## config.mk

```make
export PLATFORM = sky130hd
export DESIGN_NAME = mac_acc
export DESIGN_NICKNAME = d
export VERILOG_FILES = /design/src/rtl/mac_acc.sv
export SDC_FILE = /design/constraint.sdc
export NUM_CORES = 2
export LEC_CHECK = 0
export CORE_UTILIZATION = 50
export DETAILED_ROUTE_END_ITERATION = 10
export PLACE_DENSITY = 0.67
export SYNTH_ARGS = -nofsm -noshare
export SYNTH_HDL_FRONTEND = slang
export SYNTH_SLANG_ARGS = --single-unit
```

## constraint.sdc

```tcl
create_clock -name clk -period 10.24 [get_ports clk]
set_clock_uncertainty 0.1 [all_clocks]
set_input_delay 1.024 -clock clk [delete_from_list [all_inputs] [get_ports clk]]
set_output_delay 1.024 -clock clk [all_outputs]
set_load 0.01 [all_outputs]
```

## src/rtl/mac_acc.sv

```systemverilog
module mac_acc #(
  parameter int OP_W      = 18,
  parameter int ACC_W     = 44,
  parameter int SUBTRACT  = 0,
  parameter int IN_REG    = 1,
  parameter int OUT_REG   = 1,
  parameter int ROUND_EN  = 1,
  parameter int ROUND_POS = 8,
  parameter int SAT_EN    = 1
) (
  input  logic             clk,
  input  logic             rst,
  input  logic             vld_i,
  input  logic             sgn_i,
  input  logic             load_i,
  input  logic [OP_W-1:0]  a_i,
  input  logic [OP_W-1:0]  b_i,
  output logic [ACC_W-1:0] res_o,
  output logic             ovf_o
);
  localparam int PW = 2 * OP_W;
  localparam int XW = ACC_W - PW;
  localparam logic [ACC_W-1:0] MAXV = {1'b0, {(ACC_W-1){1'b1}}};
  localparam logic [ACC_W-1:0] MINV = {1'b1, {(ACC_W-1){1'b0}}};

  logic            s_vld, s_sgn, s_ld;
  logic [OP_W-1:0] s_a, s_b;

  generate
    if (IN_REG != 0) begin : g_in_reg
      always_ff @(posedge clk) begin
        if (rst) begin
          s_vld <= 1'b0;
          s_sgn <= 1'b0;
          s_ld  <= 1'b0;
          s_a   <= '0;
          s_b   <= '0;
        end else begin
          s_vld <= vld_i;
          s_sgn <= sgn_i;
          s_ld  <= load_i;
          s_a   <= a_i;
          s_b   <= b_i;
        end
      end
    end else begin : g_in_pass
      assign s_vld = vld_i;
      assign s_sgn = sgn_i;
      assign s_ld  = load_i;
      assign s_a   = a_i;
      assign s_b   = b_i;
    end
  endgenerate

  logic signed [PW-1:0] prod_s;
  logic        [PW-1:0] prod_u;
  logic     [ACC_W-1:0] prod_x;

  assign prod_s = $signed(s_a) * $signed(s_b);
  assign prod_u = s_a * s_b;
  assign prod_x = s_sgn ? {{XW{prod_s[PW-1]}}, prod_s} : {{XW{1'b0}}, prod_u};

  logic [ACC_W-1:0] acc, acc_nxt;
  logic             acc_ovf;
  logic [ACC_W:0]   comb;
  logic             comb_ovf;

  assign comb = (SUBTRACT != 0) ? ({acc[ACC_W-1], acc} - {prod_x[ACC_W-1], prod_x})
                                : ({acc[ACC_W-1], acc} + {prod_x[ACC_W-1], prod_x});
  assign comb_ovf = comb[ACC_W] ^ comb[ACC_W-1];
  assign acc_nxt  = s_ld ? prod_x
                  : (comb_ovf && SAT_EN != 0) ? (comb[ACC_W] ? MINV : MAXV)
                  : comb[ACC_W-1:0];

  always_ff @(posedge clk) begin
    if (rst) begin
      acc     <= '0;
      acc_ovf <= 1'b0;
    end else begin
      acc_ovf <= s_vld & ~s_ld & comb_ovf;
      if (s_vld) acc <= acc_nxt;
    end
  end

  logic [ACC_W-1:0] rnd;
  logic             rnd_ovf;

  generate
    if (ROUND_EN != 0) begin : g_round
      localparam logic [ACC_W:0]   HALF = (ACC_W+1)'(1) << (ROUND_POS - 1);
      localparam logic [ACC_W-1:0] MAXR = {1'b0, {(ACC_W-1-ROUND_POS){1'b1}}, {ROUND_POS{1'b0}}};
      logic [ACC_W:0] rsum;
      assign rsum    = {acc[ACC_W-1], acc} + HALF;
      assign rnd_ovf = rsum[ACC_W] ^ rsum[ACC_W-1];
      assign rnd     = (rnd_ovf && SAT_EN != 0) ? MAXR
                     : {rsum[ACC_W-1:ROUND_POS], {ROUND_POS{1'b0}}};
    end else begin : g_no_round
      assign rnd     = acc;
      assign rnd_ovf = 1'b0;
    end
  endgenerate

  generate
    if (OUT_REG != 0) begin : g_out_reg
      always_ff @(posedge clk) begin
        if (rst) begin
          res_o <= '0;
          ovf_o <= 1'b0;
        end else begin
          res_o <= rnd;
          ovf_o <= acc_ovf | rnd_ovf;
        end
      end
    end else begin : g_out_pass
      assign res_o = rnd;
      assign ovf_o = acc_ovf | rnd_ovf;
    end
  endgenerate

  p_seed_r2: assert property (@(posedge clk) disable iff (rst)
    s_vld && s_ld |=> acc == $past(prod_x));

  p_combine_r3: assert property (@(posedge clk) disable iff (rst)
    s_vld && !s_ld && !comb_ovf |=>
      acc == ((SUBTRACT != 0) ? ($past(acc) - $past(prod_x)) : ($past(acc) + $past(prod_x))));

  p_hold_r4: assert property (@(posedge clk) disable iff (rst)
    !s_vld |=> acc == $past(acc) && !acc_ovf);

  p_reset_r10: assert property (@(posedge clk) disable iff (rst)
    $fell(rst) |-> acc == '0 && !acc_ovf);

  generate
    if (SAT_EN != 0) begin : g_sat_chk
      p_clamp_r5: assert property (@(posedge clk) disable iff (rst)
        acc_ovf |-> (acc == MAXV || acc == MINV));
    end
    if (ROUND_EN != 0) begin : g_rnd_chk
      p_low_clear_r7: assert property (@(posedge clk) disable iff (rst)
        res_o[ROUND_POS-1:0] == '0);
    end
  endgenerate
endmodule

```

Yosys cells after proc, flatten, opt, wreduce, memory -nomap -nowiden. Cells that the tools add are included.

Add/subtract/negate cells: 2. $mul: 2. Multiplexer cells: 5. Bitwise logic cells: 6. Reductions and logical operators: 1.

Operator list (count): $mux W44 (4); $mul A18 B18 Y36 (2); $add A44 B44 Y45 (1); $add A44 B9 Y45 const B (1); $mux W43 (1); $and A1 B1 Y1 (2); $reduce_or A2 Y1 (1); $xor A1 B1 Y1 (2); $not A1 Y1 (1); $or A1 B1 Y1 (1).

Flip-flop bits (word level): 129. Input port bits: 41. Output and inout port bits: 45. Logic and storage cells: 26.

Longest topological paths before layout.
Depth after elaboration: 6. Gate-level depth with buffers: 39. Depth with buffers taken out: 35.

Worst setup path before layout. Ideal clock, no wire load.

Path kind: reg-to-reg. From: reg s_a[17]. To: reg acc[11]. Setup time: 0.091 ns. Arrival: 8.625 ns. Data required time: 10.049 ns. Slack: 1.424 ns. Stages on the path, launching flop included: 36. Buffers on the path: 5. Period minus slack after synthesis: 8.816 ns. Cell sequence: dfxtp_1 -> clkbuf_1 -> clkbuf_1 -> nand2_1 -> fa_1 -> inv_1 -> fa_1 -> ha_1 -> inv_1 -> fa_1 -> inv_1 -> fa_1 -> inv_1 -> fa_1 -> inv_1 -> ha_1 -> a21o_1 -> a31oi_1 -> o22ai_1 -> nor2_1 -> o21a_1 -> a21oi_1 -> nor3_1 -> a31o_2 -> ha_1 -> clkbuf_1 -> nand4_1 -> nor4_1 -> a311oi_2 -> o41ai_2 -> a21o_1 -> and2_1 -> buf_4 -> buf_6 -> o21ai_1 -> a311oi_1.

Cells in the longest elaborated chain, start to end: 6. Elaborated cells between the ends (all ways): 8. Classes of those cells: 1 x add/sub; 2 x mul; 4 x mux; 1 x bitwise.

Ends and longest elaborated chain: start: declaration (line 27) `logic [OP_W-1:0] s_a, s_b;`; start signal: assignment (line 42) `s_a <= a_i;`; $mul A18 B18 Y36 (on tied branches) (line 60, 59); $mux W44 (*) (line 61) `assign prod_x = s_sgn ? {{XW{prod_s[PW-1]}}, prod_s} : {{XW{1'b0}}, prod_u};`; $add A44 B44 Y45 (*) (line 69) `: ({acc[ACC_W-1], acc} + {prod_x[ACC_W-1], prod_x});`; $mux W44 or $xor A1 B1 Y1 (tied branches) (line 72, 70); $mux W44 (*) (line 72) `: (comb_ovf && SAT_EN != 0) ? (comb[ACC_W] ? MINV : MAXV)`; $mux W44 (*) (line 71) `assign acc_nxt = s_ld ? prod_x`; end signal: assignment (line 81) `if (s_vld) acc <= acc_nxt;`; end: declaration (line 63) `logic [ACC_W-1:0] acc, acc_nxt;`.

Mark *: on every way between the ends. The rest lies on a longest branch, timed or not. A chain may end at the register's enable or synchronous reset.

Final worst setup path.
From: reg s_b[16]. To: reg acc[1].

Cells in the longest elaborated chain, start to end: 6. Elaborated cells between the ends (all ways): 8. Classes of those cells: 1 x add/sub; 2 x mul; 4 x mux; 1 x bitwise.

Ends and longest elaborated chain: start: declaration (line 27); start signal: assignment (line 43) `s_b <= b_i;`; $mul A18 B18 Y36 (on tied branches) (line 60, 59); $mux W44 (*) (line 61); $add A44 B44 Y45 (*) (line 69); $mux W44 or $xor A1 B1 Y1 (tied branches) (line 72, 70); $mux W44 (*) (line 72); $mux W44 (*) (line 71).

Marked as above.

==> flow_summary.yaml <==
synthesis:
  yosysSeqAreaShare_pct: 9.71
  yosys.area_share.simple_pct: 15.1
  yosys_warnings: 0
  postSynthCellCount: 2873
  ys_ff_latch: 121
  synth_top_cell_area_share_pct: 36.0
  synthTopCellsByArea: "fa_1 36%, ha_1 11%, dfxtp_1 9.7%"
  synth_xor_area_share_pct: 4.95
  synthAdderAreaFrac_pct: 47.1
  synth.avg_cell_area_um2: 8.68
  synth_top_family_by_area: "adder cells"
  synthFlopType: "dfxtp_1"
  synth_compound_gate_area_share_pct: 11.8
  mappedNetlistArea_um2: 24900
  synth_top_area_cell: "fa_1"
  synth_edf_count: 0
  async_flop_share_pct: 0
  synth_cell_type_count: 75
  synthMuxAreaShare_pct: 0.386
clocking:
  ctsHoldBuffers: 0
  cts_root_buf: "clkbuf_16"
  cts.sinks: 121
  clkLatencyLatePin_ps: 480
  cts_max_level: 4
  ctsResizeCount: 0
  path_clk_slew_ps: 70
  cts_buffers: 17
  cts_tree: "yes"
  cts_buffer_depth: 2
  cts_setup_buffers: 0
setup_path:
  required_ps: 10510
  cp_data_arrival_time_ps: 9930
  cp_common_cell: "fa_1"
  critPathBufInv: 4
  path_delay_family: "adder cells"
  start_kind: "flop"
  slowest_stage: "dfxtp_1"
  cpPeakStageDelay_ps: 800
  end_kind: "flop"
  cp_max_fo: 14
  crit_type: "reg2reg"
global_route:
  antenna_found_initial: 0
  track_usage_pct: 28.5
  grt.overflow.total: 0
  grt_max_degree: 73
  grt_pass1_wl_um: 111000
  grt_pass1_vias: 21200
worst_hold_path:
  hold_path_class: "reg2reg"
power_and_ir_drop:
  leakagePower_nw: 12.9
  peakVddDrop_mv: 0.197
  finalPower_mw: 5.05
  power_density_nw_per_um2: 188
floorplan:
  die_y_um: 225
  ios: 86
  die_w_um: 225
  start_util_pct: 50.9
  fp.dieArea_um2: 50800
  row_count: 81
  design.core.area_um2: 49100
placed_design:
  hpwl_um: 55600
  place_congestion: 0.915
  port_buffers: 77
routing:
  viasPerCell: 5.53
  drt-initial-drc-count: 1064
  dr.pass1.iters: 5
  drc_errors: 0
  drt-wirelength-per-cell_um: 19.1
  via_count: 19700
  wirelength_um: 67900
  ant_nets: 0
sta:
  tightest_slew_ps: 908
  hold_violations: 0
  relSlewSlack_pct: 39.3
  fin_crit_ps: 9660
  setup_viol_count_final: 0
  tns_ps: 0
  period_share_pct: 94.3
  clock.fmax_ghz: 0.104
  grt_setup_unrepaired: "no"
  slew_viol_final: 0
outcome:
  status: "complete, no violations"
finish:
  layout.nets: 3593
  drive_gt1_share_pct: 3.90
  syn_to_final_growth_pct: 7.83
job:
  maxCapViolations: 0
-- area by class of cell --
cell class                 count  area [um2]
inverter                     584        2190
fill                        4590       22200
antenna                        1        2.50
multi-input combinational   2049       19800
tap                          664         831
timing repair buffer         110        1030
clock inverter                13         146
sequential                   121        2440
clock buffer                  18         429
-- state kept, by name (all words and copies together), names as in the netlist --
signal / count
acc: 44
s_vld: 1
ovf_o: 1
s_b: 18
s_a: 18
s_ld: 1
res_o: 36
s_sgn: 1
acc_ovf: 1
-- path summary, 6_finish.rpt --
path | from | endpoint | slack [ps] | cells past startpoint
worst min register to register | acc_ovf$_SDFF_PP0_ | ovf_o$_SDFF_PP0_ | 340 | 2
worst max-delay path | s_b[16]$_SDFF_PP0_ | acc[1]$_SDFFE_PP0P_ | 580 | 31
worst max register to register | s_b[16]$_SDFF_PP0_ | acc[1]$_SDFFE_PP0P_ | 580 | 31
worst min-delay path | acc_ovf$_SDFF_PP0_ | ovf_o$_SDFF_PP0_ | 340 | 2
-- where the power goes --
group | switching, mW | internal (mW) | leakage (nW)
registers | 0.102 | 0.528 | 1.00
clock network | 0.283 | 0.358 | 0.265
logic | 2.28 | 1.50 | 11.7
-- Yosys cell counts (all sizes together), types with 36 or more instances --
cell type    n
inv        584
fa         449
nand2      290
ha         220
a21oi      159
and2       154
dfxtp      121
nor2       112
clkbuf     104
o21ai       82
xnor2       79
xor2        62
nor2b       51
nand3       39
a21o        36
-- through the flow --
| step | setup slack (ps) | area [um2] | std cells | hold WS, ps | utilization [%] |
|---|---|---|---|---|---|
| after global placement | 808 | 26300 | 3528 | 329 | 53.6 |
| after CTS | 580 | 26900 | 3559 | 351 | 54.8 |
| final | 585 | 26900 | 3560 | 342 | 54.8 |
| after global routing | 10.6 | 26900 | 3559 | 361 | 54.8 |
| after floorplan | 1420 | 25000 | 2880 | 311 | - |
| after detailed placement | 625 | 26300 | 3528 | 344 | 53.6 |
-- kinds of logic (layout without fill, tap and decap cells) --
kind of cell,count (synthesis),after routing
AND/OR/NAND/NOR,770,770
buffers and inverters,710,725
adder cells (fa/ha/maj),669,669
AO/OA/AOI/OAI,452,452
XOR/XNOR,141,141
flip-flops,121,121
multiplexers,9,9
other,1,9
-- layer usage --
layer  track usage, %  up-vias  part of all wire (%)
li1                 -     9024                     -
met1             34.7     9874                    41
met2             49.6      602                    50
met3             4.21      181                   4.8
met4             13.5        0                   4.9
met5                0        -                     0
-- worst reg2reg max path, delay by kind of cell, from the launching register on --
kind / cells / cell delay, ps
xor+xnor: 1 / 160
buf+inv: 4 / 360
compound gates: 11 / 2810
fa+ha+maj: 8 / 3510
flops: 1 / 800
simple gates: 7 / 1810
-- placed cells by master, fill, tap and decap left out, types with 51 or more instances in the layout --
cell	count
inv_1	584
fa_1	449
nand2_1	290
ha_1	220
a21oi_1	159
and2_1	154
nor2_1	111
dfxtp_1	108
xnor2_1	79
o21ai_0	77
clkdlybuf4s50_1	76
xor2_1	62
nor2b_1	51
No activity file was read; power rests on OpenSTA's default activity.
